## src/rtl/clu_regblk_pkg.sv

```systemverilog
package clu_regblk_pkg;

  // Kinds of register slot that the decoder can select
  typedef enum logic [2:0] {
    SLOT_ENABLE,
    SLOT_CONFIG,
    SLOT_POWER,
    SLOT_INVAL,
    SLOT_FILTER,
    SLOT_ACCESS,
    SLOT_NONE
  } slot_e;

  // Word indices (byte offset / 4) of the decoded slots
  localparam logic [5:0] WIX_ENABLE   = 6'h00;
  localparam logic [5:0] WIX_CONFIG   = 6'h01;
  localparam logic [5:0] WIX_POWER    = 6'h02;
  localparam logic [5:0] WIX_INVAL    = 6'h03;
  localparam logic [5:0] WIX_FILT_LO  = 6'h10;
  localparam logic [5:0] WIX_FILT_HI  = 6'h11;
  localparam logic [5:0] WIX_ACC_SEC  = 6'h14;
  localparam logic [5:0] WIX_ACC_NSEC = 6'h15;

endpackage

```

## src/rtl/clu_rst_sync.sv

```systemverilog
module clu_rst_sync #(
  parameter int STAGES = 2
) (
  input  logic clk,
  input  logic rst_n,
  output logic rst_sync_n
);

  logic [STAGES-1:0] chain_q;
  logic [STAGES-1:0] chain_d;

  always_comb begin
    chain_d = {chain_q[STAGES-2:0], 1'b1};
  end

  always_ff @(posedge clk or negedge rst_n) begin
    if (!rst_n) chain_q <= '0;
    else        chain_q <= chain_d;
  end

  assign rst_sync_n = chain_q[STAGES-1];

endmodule

```

## src/rtl/clu_addr_decode.sv

```systemverilog
module clu_addr_decode
  import clu_regblk_pkg::*;
#(
  parameter int ADDR_W = 8
) (
  input  logic [ADDR_W-1:0] addr,
  output slot_e             slot
);

  localparam int WIX_W = ADDR_W - 2;

  logic [WIX_W-1:0] wix;
  logic [1:0]       unused_byte_lane;

  // byte lane bits do not take part in decoding
  assign wix              = addr[ADDR_W-1:2];
  assign unused_byte_lane = addr[1:0];

  always_comb begin
    case (wix)
      WIX_ENABLE:                slot = SLOT_ENABLE;
      WIX_CONFIG:                slot = SLOT_CONFIG;
      WIX_POWER:                 slot = SLOT_POWER;
      WIX_INVAL:                 slot = SLOT_INVAL;
      WIX_FILT_LO, WIX_FILT_HI:  slot = SLOT_FILTER;
      WIX_ACC_SEC, WIX_ACC_NSEC: slot = SLOT_ACCESS;
      default:                   slot = SLOT_NONE;
    endcase
  end

endmodule

```

## src/rtl/clu_cfg_word.sv

```systemverilog
module clu_cfg_word #(
  parameter int NUM_CORES = 1,
  parameter int MAX_CORES = 4,
  parameter int DATA_W    = 32,
  parameter int MASK_LSB  = 4
) (
  output logic [DATA_W-1:0] cfg_word
);

  localparam int PAD_W = DATA_W - MASK_LSB - MAX_CORES;
  localparam logic [MASK_LSB-1:0] COUNT_FIELD = MASK_LSB'(NUM_CORES - 1);

  // core count limited to 1..MAX_CORES
  if (NUM_CORES < 1 || NUM_CORES > MAX_CORES) begin : g_bad_count
    $error("clu_cfg_word: NUM_CORES out of range");
  end

  logic [MAX_CORES-1:0] presence;

  for (genvar c = 0; c < MAX_CORES; c++) begin : g_core
    if (c < NUM_CORES) begin : g_on
      assign presence[c] = 1'b1;
    end else begin : g_off
      assign presence[c] = 1'b0;
    end
  end

  assign cfg_word = {{PAD_W{1'b0}}, presence, COUNT_FIELD};

endmodule

```

## src/rtl/clu_regblk.sv

```systemverilog
module clu_regblk
  import clu_regblk_pkg::*;
#(
  parameter int NUM_CORES = 1,
  parameter int ADDR_W    = 8,
  parameter int DATA_W    = 32
) (
  input  logic              clk,
  input  logic              rst_n,
  input  logic              bus_sel,
  input  logic              bus_we,
  input  logic [ADDR_W-1:0] bus_addr,
  input  logic [DATA_W-1:0] bus_wdata,
  output logic [DATA_W-1:0] bus_rdata
);

  localparam int MAX_CORES = 4;

  logic              rst_sync_n;
  slot_e             slot;
  logic [DATA_W-1:0] cfg_word;
  logic              rd_req;
  logic              wr_req;
  logic              enable_q;
  logic              enable_d;
  logic              enable_ce;
  logic [DATA_W-1:0] rdata_q;
  logic [DATA_W-1:0] rdata_d;
  logic [DATA_W-2:0] unused_wdata_hi;

  clu_rst_sync #(.STAGES(2)) i_rst_sync (
    .clk        (clk),
    .rst_n      (rst_n),
    .rst_sync_n (rst_sync_n)
  );

  clu_addr_decode #(.ADDR_W(ADDR_W)) i_decode (
    .addr (bus_addr),
    .slot (slot)
  );

  clu_cfg_word #(
    .NUM_CORES (NUM_CORES),
    .MAX_CORES (MAX_CORES),
    .DATA_W    (DATA_W),
    .MASK_LSB  (4)
  ) i_cfg (
    .cfg_word (cfg_word)
  );

  assign rd_req          = bus_sel && !bus_we;
  assign wr_req          = bus_sel && bus_we;
  assign unused_wdata_hi = bus_wdata[DATA_W-1:1];

  // Enable bit: next state
  always_comb begin
    enable_ce = wr_req && (slot == SLOT_ENABLE);
    enable_d  = bus_wdata[0];
  end

  // Enable bit: register with clock enable
  always_ff @(posedge clk or negedge rst_sync_n) begin
    if (!rst_sync_n)    enable_q <= 1'b0;
    else if (enable_ce) enable_q <= enable_d;
  end

  // Read data: next state
  always_comb begin
    rdata_d = '0;
    if (rd_req) begin
      case (slot)
        SLOT_ENABLE: rdata_d = {{(DATA_W-1){1'b0}}, enable_q};
        SLOT_CONFIG: rdata_d = cfg_word;
        default:     rdata_d = '0;
      endcase
    end
  end

  // Read data: register
  always_ff @(posedge clk or negedge rst_sync_n) begin
    if (!rst_sync_n) rdata_q <= '0;
    else             rdata_q <= rdata_d;
  end

  assign bus_rdata = rdata_q;


  enable_write_chk: assert property (@(posedge clk) disable iff (!rst_sync_n)
    (wr_req && slot == SLOT_ENABLE) |=> (enable_q == $past(bus_wdata[0])));


  enable_read_chk: assert property (@(posedge clk) disable iff (!rst_sync_n)
    (rd_req && slot == SLOT_ENABLE) |=> (bus_rdata == {{(DATA_W-1){1'b0}}, $past(enable_q)}));


  config_read_chk: assert property (@(posedge clk) disable iff (!rst_sync_n)
    (rd_req && slot == SLOT_CONFIG) |=> (bus_rdata == cfg_word));


  enable_hold_chk: assert property (@(posedge clk) disable iff (!rst_sync_n)
    !(wr_req && slot == SLOT_ENABLE) |=> $stable(enable_q));


  zero_slot_chk: assert property (@(posedge clk) disable iff (!rst_sync_n)
    (rd_req && slot != SLOT_ENABLE && slot != SLOT_CONFIG) |=> (bus_rdata == '0));


  idle_zero_chk: assert property (@(posedge clk) disable iff (!rst_sync_n)
    !rd_req |=> (bus_rdata == '0));

endmodule

```

## config.mk

```make
export PLATFORM = sky130hd
export DESIGN_NAME = clu_regblk
export DESIGN_NICKNAME = d
export VERILOG_FILES = /design/src/rtl/clu_regblk_pkg.sv /design/src/rtl/clu_rst_sync.sv /design/src/rtl/clu_addr_decode.sv /design/src/rtl/clu_cfg_word.sv /design/src/rtl/clu_regblk.sv
export SDC_FILE = /design/constraint.sdc
export NUM_CORES = 1
export LEC_CHECK = 0
export ABC_AREA = 1
export BUFFER_PORTS_ARGS = -buffer_cell sky130_fd_sc_hd__clkbuf_2
export CAP_MARGIN = 40
export CORE_MARGIN = 8
export CORE_UTILIZATION = 44
export DETAILED_ROUTE_END_ITERATION = 16
export PLACE_DENSITY = 0.82
export SYNTH_ARGS = -nofsm -noshare
export SYNTH_HDL_FRONTEND = slang
export SYNTH_HIERARCHICAL = 1
export SYNTH_SLANG_ARGS = --single-unit
export TNS_END_PERCENT = 30
```

## constraint.sdc

```tcl
create_clock -name clk -period 1 [get_ports clk]
set_input_delay 0.1 -clock clk [delete_from_list [all_inputs] [get_ports clk]]
set_output_delay 0.1 -clock clk [all_outputs]
set_load 0.02 [all_outputs]
```

==> Word-level counts from Yosys, hierarchy flattened <==
Memories as Yosys holds them, arrays and structs flattened.
Cells that the tools add are included.
{ "word_totals": {"ff_bits": 35, "romBits": 96, "input_bits": 44, "out_inout_bits": 32, "elab_cells": 13, "memories": 1} }
{ "classes": {"n_eq_ne": 1, "muxes": 3, "n_reduce_logical": 5} }
{ "mem_list": {"columns": ["memory", "depth", "word_bits", "read_ports", "rd_clocked_by_memory_dff", "wr", "line", "text"], "rows": [
  ["(name not given)", 32, 3, 1, 0, 0, "clu_addr_decode.sv:20", "case (wix)"]
]} }
{ "ops": {"columns": ["cell", "n"], "rows": [
  ["two-way mux 32 bit", 1],
  ["case mux 5 bit (2 select lines)", 1],
  ["equality test 3 x 1 -> 1 bit, second input constant", 1],
  ["logical AND 1 bit", 3],
  ["logical NOT 3 bit", 1],
  ["two-way mux 3 bit", 1],
  ["logical NOT 1 bit", 1]
]} }

==> Logic depth before layout (Yosys ltp) <==
Gate-level depths: netlist of run 1.
An unclocked memory read counts as a cell.
{ "depth": {"depth_word": 5, "ltp_mapped": 8, "ltp_nobuf": 8} }

==> Hierarchy <==
The synthesis of run 1 kept the hierarchy.
{ "by_module_without_submodules": {"columns": ["module", "n_inst", "cells_per_inst", "area_per_inst_um2", "seq_area_each_um2"], "rows": [
  ["clu_regblk", 1, 84, 1340.0, 825.8],
  ["clu_cfg_word", 1, 34, 247.7, 0.0],
  ["clu_addr_decode", 1, 12, 56.3, 0.0],
  ["clu_rst_sync", 1, 3, 53.8, 50.0]
]} }

==> Least setup slack after synthesis of run 1 <==
No wires, ideal clock.
{ "synth_path": {"path_type": "input port to flip-flop", "startpoint": "input bus_addr[3]", "endpoint": "register rdata_q[4] (netlist: bus_rdata[4])", "setup_time_ns": 0.080, "arrival_time_ns": 0.887, "t_required_ns": 0.920, "path_slack_ns": 0.033, "stages": 6, "path_buffers": 1, "path_cell_list": "nor2_1 o211ai_1 nor2_4 nand2_4 buf_6 nor3b_2"} }
{ "synth_via": {"elab_chain_cells": 5, "elab_cells_between_ends": 6, "classes_between": "1 x eq/ne; 3 x mux; 1 x reduce/logical; 1 x memory"} }
{ "synth_rtl": {"columns": ["item", "line", "text"], "rows": [
  ["from (decl)", "clu_regblk.sv:12", "input logic [ADDR_W-1:0] bus_addr,"],
  ["memory (32 x 3 bit) (*)", null, null],
  ["two-way mux 3 bit (*)", "clu_addr_decode.sv:20", null],
  ["via slot[1]", "clu_regblk.sv:20", "slot_e slot;"],
  ["equality test 3 x 1 -> 1 bit or logical NOT 3 bit (tied branches)", "clu_regblk.sv:71", "case (slot)"],
  ["case mux 5 bit (2 select lines) (*)", "clu_regblk.sv:71", null],
  ["two-way mux 32 bit (*)", "clu_regblk.sv:70", "if (rd_req) begin"],
  ["via rdata_d[4]", "clu_regblk.sv:28", "logic [DATA_W-1:0] rdata_d;"],
  ["to (signal assigned)", "clu_regblk.sv:82", "else rdata_q <= rdata_d;"],
  ["to (decl)", "clu_regblk.sv:27", "logic [DATA_W-1:0] rdata_q;"]
]} }
Mark *: on every way through the listed nets, which the timed path passes. The rest lies on a longest branch.
A chain may end at the register's enable or synchronous reset.

==> Final worst setup path of run 1 <==
{ "layout_path": {"startpoint": "register rdata_q[31] (netlist: bus_rdata[31])", "endpoint": "output bus_rdata[31]"} }
{ "layout_lines": {"columns": ["item", "line", "text"], "rows": [
  ["to (decl)", "clu_regblk.sv:14", "output logic [DATA_W-1:0] bus_rdata"]
]} }
No word-level cell between the ends.

==> summary.txt, run 1 <==
Status
  – Run status: finished, final reports clean

Global routing
  – Number of antenna violations at the first check in global routing: 0
  – Via count of the first global-routing pass: ~960
  – Maximum number of pins on one net before global-route repair: 34
  – Overall overflow remaining after global route: 0
  – GRT Resource Usage Total: 8.946%
  – Wire length of the first global-routing pass: ~4400 um

Floorplan
  – Initial Utilization: a little under half
  – Count of boundary I/O pins: 76
  – Chip Width: ~78 um
  – Core ar.: ~3700 um2
  – Vertical extent of the die: approximately 78 um
  – Area of the die: roughly 6000 um2
  – Core Rows: 22

Place
  – Weighted congestion reported at the end of routability-driven placement: between 0.6 and 0.7
  – Count of port buffers added during placement: 42
  – DPL Wire Length: approximately 1800 um

Worst setup path
  – Worst Setup Start Kind: flip-flop
  – Worst setup path startpoint: bus_rdata[31]$_DFF_PN0_
  – Launch instance of the worst register-to-register path: enable_q$_DFFE_PN0P_
  – Crit-path leading delay family: flip-flops
  – Crit path required time: 900 ps
  – Slowest cell delay on critical path: 380 ps
  – Ordered list of cells on the worst path: clkbuf_2
  – Crit path kind: reg -> out
  – WP data arrival: roughly 810 ps
  – CP Buf/Inv Count: 1
  – Worst Setup End Kind: output port
  – CP max FO: 1
  – CP max-delay cell: dfrtp_1

Final layout
  – Share of cells above drive strength 1: 50.00%
  – Diode count: 0
  – Area occupied by multi-input gates: just over 600 um2
  – Area taken by flip-flops and latches: between 800 and 900 um2
  – Count of nets after finishing: around 220
  – Number of fillers in the final layout: around 340
  – Layout overhead on the synthesized area: 16.43%

Synthesis
  – Biggest area contributors in the synthesized netlist: dfrtp_1 52%, nor3b_2 22%, buf_4 15%
  – Post-synth top area share: approximately half
  – Avg Inst Size Synth: approximately 13 um2
  – Post-synthesis cell type count: 16
  – Synth Instances: 133
  – Most area-hungry cell type in the Yosys netlist: dfrtp_1
  – Area of the mapped netlist: about 1700 um2
  – Number of warnings printed during yosys synthesis: 6
  – Post-synthesis register bit count: 35
  – Sequential-to-total area share from yosys stat: ~52%

Drt
  – Number of iterations in the first detailed-routing pass: 4
  – Final routed wirelength across all metal layers: approximately 2600 um
  – Via density per instance: 4.066
  – Initial DRC count: 43
  – Via count: 927
  – Number of design rule violations left after detail routing: 0
  – DRT antenna net count: 0
  – Average wire per standard cell: 11.29 um

Timing
  – Worst slack on hold paths: between 40 and 50 ps
  – Number of setup violations in the final report: 0
  – Minimum clock period after layout: roughly 910 ps
  – Total Negative Setup Slacks: 0 ps
  – Clock skew after layout: between 5 and 6 ps
  – Final hold violation count: 0
  – RSZ-0062 raised after global routing: false
  – Peak clock frequency supported by timing: ~1100 MHz
  – Number of slew-limit violations in the final report: 0
  – Final period utilization: 91.42%

Power and ir drop
  – Static Leakage: 1.005 nW
  – Total Power: 3.086 mW
  – Power density over the cells: approximately 1600 nW/um2
  – VDD IR-drop max: 0.6554 mV

Worst hold path
  – Launch point of the worst hold path: bus_wdata[0]
  – Worst hold path type: in -> reg

Clock network
  – Clock sinks: 35
  – Number of buffers on the longest clock path: 2
  – Number of buffers created by CTS: 5
  – H-tree lvl count: 2
  – Buffer type at the clock tree root: clkbuf_8
  – Clock latency reported for the late side of the worst-skew pair: around 280 ps
  – Number of post-CTS setup repair buffers: 0
  – CTS tree: done
  – Clk slew on worst S/H paths: about 70 ps

Job
  – Count of max-cap constraint violations: 0
-- logic make-up (layout without fill, tap and decap cells) --
| logic type | count (synthesis) | in the layout | share of synthesized area, % |
|---|---|---|---|
| flops | 35 | 35 | 51.58 |
| other cells | 3 | 33 | 0.6632 |
| buf+inv | 44 | 61 | 18.79 |
| compound gates | 2 | 2 | 0.7368 |
| simple gates | 49 | 49 | 28.22 |
-- cells in the final DEF (no fill, tap or decap), drive strengths merged, types with 2 or more instances in the layout --
cell type	netlist	final
bufinv	0	2
inv	6	6
nor3b	31	31
nor2	4	4
clkbuf	0	47
conb	3	33
nand3	5	5
dfrtp	35	35
buf	38	4
nand2	8	8
-- power by group --
group | switching (mW) | total (mW) | leakage (nW) | internal [mW]
logic | 0.0907 | 0.152 | 0.458 | 0.0613
clock network | 0.516 | 1.51 | 0.0644 | 0.994
registers | 0.00308 | 1.42 | 0.483 | 1.42
total | 0.610 | 3.09 | 1.01 | 2.48
-- repair_timing --
action / in CTS / in global routing
hold endpoints to repair: 2 / 0
hold buffers: 1 / 0
resized for setup: 0 / 0
-- sequential cells by signal (all words and copies together) (netlist names) --
register	count
enable_q	1
bus_rdata	32
i_rst_sync/chain_q	2
-- Yosys cell counts --
cell type,instances
dfrtp_1,35
a21oi_1,1
nor3b_1,1
nor2_4,1
nand4_1,1
nor2_2,2
nor3b_2,30
nand3_1,5
buf_4,35
nand2_4,1
inv_1,6
nor2_1,1
o211ai_1,1
conb_1,3
nand2_1,7
buf_6,3
-- final timing paths --
| kind | to | slack [ps] | cells after the start |
|---|---|---|---|
| worst max register to register | bus_rdata[0]$_DFF_PN0_ | 370 | 2 |
| worst min register to register | bus_rdata[21]$_DFF_PN0_ | 230 | 1 |
| worst max-delay path | bus_rdata[31] | 90 | 1 |
| worst min-delay path | enable_q$_DFFE_PN0P_ | 50 | 3 |
| max in group asynchronous | bus_rdata[19]$_DFF_PN0_ | 590 | 1 |
| min in group asynchronous | i_rst_sync/chain_q[0]$_DFF_PN0_ | 130 | 2 |
-- routing by layer --
metal	GRT usage [%]	part of all wire, %
met1	8.639	37
met2	15.24	52
met3	4.442	9.4
met4	5.000	1.5
met5	0	0
-- metrics by stage --
stage | instances | setup WS, ps | instance area, um2 | util (%)
global placement | 219 | 28.50 | 1831 | 49.63
CTS | 228 | 63.49 | 1977 | 53.60
global route | 228 | 43.99 | 1977 | 53.60
finish | 228 | 85.77 | 1977 | 53.60
floorplan | 163 | 32.89 | 1812 | -
detailed placement | 219 | 17.19 | 1831 | 49.63
-- final cells by class --
class,count,share of cell area [%]
Multi-Input combinational cell,84,31.27
Sequential cell,35,44.37
Tap cell,48,3.038
Clock inverter,3,3.418
Inverter,6,1.139
Timing Repair Buffer,47,13.29
Clock buffer,5,3.481
No activity file was read; power rests on OpenSTA's default activity.
==> run 2: changes to the inputs <==
- BUFFER_PORTS_ARGS: -buffer_cell sky130_fd_sc_hd__clkbuf_2 -> -buffer_cell sky130_fd_sc_hd__buf_2
==> run 2 against run 1 <==
  * Via count decreased by 0.22%
  * Register-to-register slack hardly changed
  * Highest routed layer unchanged
  * Fmax grew 1.3%
  * Utilization down 0.51 points
  * Largest power group is now registers
  * Combinational power barely moved
  * Cell area down 0.95%
==> summary.txt, run 2 (same netlist as run 1, synthesis figures left out) <==
Status
  – Run status: finished, final reports clean

Power and ir drop
  – Net Sw Power: around 560 uW
  – Switching part of the total power: ~20%
  – Power density over the cells: 1454 nW/um2
  – Internal power: around 2.3 mW
  – Comb power frac: 5.3%
  – Part of the total power dissipated in the clock network: 44.6%
  – Register share of total power: between 50% and 60%
  – VDD IR-drop max: 0.5847 mV
  – Static Leakage: between 1 and 1.5 nW

Drt
  – Initial DRC count: between 40 and 50
  – M1 WL: 928 um
  – Number of design rule violations left after detail routing: 0
  – Final routed wirelength across all metal layers: roughly 2500 um
  – Via count: between 900 and 1000
  – Top layer used by detailed routing: met4
  – Number of iterations in the first detailed-routing pass: 2
  – Via density per instance: slightly above 4
  – Detail Route met2 WL: 1305 um
  – Average wire per standard cell: between 10 and 15 um
  – DRT antenna net count: 0
  – Routed length on met3: approximately 210 um

Timing
  – Number of slew-limit violations in the final report: 0
  – Number of setup violations in the final report: 0
  – Minimum clock period after layout: approximately 900 ps
  – Peak clock frequency supported by timing: 1108 MHz
  – Clock skew after layout: ~3.7 ps
  – Final Worst Setup Slack: just under 100 ps
  – Total Negative Setup Slacks: 0 ps
  – Final period utilization: 90.22%
  – Final hold violation count: 0
  – RSZ-0062 raised after global routing: false

Global routing
  – Number of antenna violations at the first check in global routing: 0
  – Wire length of the first global-routing pass: about 4400 um
  – GRT Resource Usage Total: roughly 9.2%
  – Overall overflow remaining after global route: 0
  – Via count of the first global-routing pass: between 900 and 1000
  – Maximum number of pins on one net before global-route repair: 34

Floorplan
  – Core ar.: approximately 3700 um2
  – Count of boundary I/O pins: 76
  – Area of the die: 6103 um2
  – Core Rows: 22
  – Initial Utilization: a little under half
  – Chip Width: between 70 and 80 um
  – Vertical extent of the die: about 80 um

Clock network
  – H-tree lvl count: 2
  – PostCTS Resize Cnt: 0
  – Buffer type at the clock tree root: clkbuf_8
  – CTS tree: done
  – Clock latency reported for the late side of the worst-skew pair: 270 ps
  – Number of buffers on the longest clock path: 2
  – Clock sinks: 35
  – Number of buffers created by CTS: 5
  – Clk slew on worst S/H paths: approximately 70 ps

Worst setup path
  – CP max-delay cell: dfrtp_1
  – R2r setup slk: 360 ps
  – Worst Setup End Kind: output port
  – WP data arrival: approximately 800 ps
  – CP max FO: 1
  – Crit-path leading delay family: flip-flops
  – CP Buf/Inv Count: 1
  – Crit path kind: reg -> out
  – Ordered list of cells on the worst path: buf_2
  – Crit path required time: about 900 ps
  – Slowest cell delay on critical path: approximately 370 ps
  – Worst Setup Start Kind: flip-flop

Place
  – Count of port buffers added during placement: between 40 and 50
  – Post-placement worst setup slack: -0.1443 ps
  – Post-place instance area: about 1800 um2
  – DPL Wire Length: about 1800 um
  – Weighted congestion reported at the end of routability-driven placement: 0.6732

Final layout
  – Commonest non-fill, non-tap cells in the layout: 42 x buf_2, 34 x dfrtp_1, 33 x conb_1
  – Final instance area: 1958 um2
  – Number of flip-flops in the largest register: 32
  – Count of nets after finishing: between 200 and 250
  – Layout overhead on the synthesized area: 15.33%
  – Diode count: 0
  – Commonest non-fill, non-tap cell in the layout: buf_2
  – Share of cells above drive strength 1: between 50% and 60%
  – Number of fillers in the final layout: roughly 330

Worst hold path
  – Worst hold path type: in -> reg

Job
  – Count of max-cap constraint violations: 0
-- run 2: changes by cell type in the layout (fill, tap and decap cells not counted), sizes merged --
cell,before,now
buf,4,46
clkinv,0,1
clkbuf,47,6
clkinvlp,1,0
bufinv,2,1
-- run 2: final cells by class --
type	count	area, um2	share of cell area, %
inverter	6	22.52	1.150
tap	48	60.06	3.067
multi-input combinational	84	618.1	31.57
clock inverter	2	35.03	1.789
sequential	35	877.1	44.79
clock buffer	6	82.58	4.217
timing repair buffer	47	262.8	13.42
-- run 2: worst paths after layout --
check                                                start                               to  depth (start not counted)
max                                bus_rdata[22]$_DFF_PN0_                    bus_rdata[22]                          1
min                                           bus_wdata[0]             enable_q$_DFFE_PN0P_                          3
max reg2reg                           enable_q$_DFFE_PN0P_           bus_rdata[0]$_DFF_PN0_                          2
min reg2reg                i_rst_sync/chain_q[1]$_DFF_PN0_          bus_rdata[23]$_DFF_PN0_                          1
max in group asynchronous  i_rst_sync/chain_q[1]$_DFF_PN0_           bus_rdata[3]$_DFF_PN0_                          1
min in group asynchronous                            rst_n  i_rst_sync/chain_q[0]$_DFF_PN0_                          2
-- run 2: power groups by stage --
stage / clock network, mW / registers [mW] / logic (mW)
CTS: 1.33 / 1.42 / 0.154
global placement: 0 / 1.45 / 0.149
finish: 1.27 / 1.42 / 0.152
floorplan: 0 / 1.47 / 0.172
detailed placement: 0 / 1.45 / 0.151
global route: 1.38 / 1.42 / 0.176
-- run 2: what timing repair did --
item	in CTS	in global routing
hold buffers	1	0
endpoints found under the hold margin	2	0
buffers inserted	0	0
-- run 2: metrics by stage --
stage                     power [mW]  std cells  util [%]  hold slack, ps
after floorplan                1.640        163         -          -195.6
after global placement         1.600        219     49.63          -112.2
after detailed placement       1.602        219     49.63          -109.7
after CTS                      2.912        228     53.09           66.73
after global routing           2.977        228     53.09           70.34
final                          2.847        228     53.09           75.73
-- run 2: layer usage --
layer | track usage, % | vias up
met5 | 0 | -
met4 | 6.111 | 0
met3 | 3.075 | 4
met2 | 15.58 | 32
met1 | 9.438 | 438
li1 | - | 451
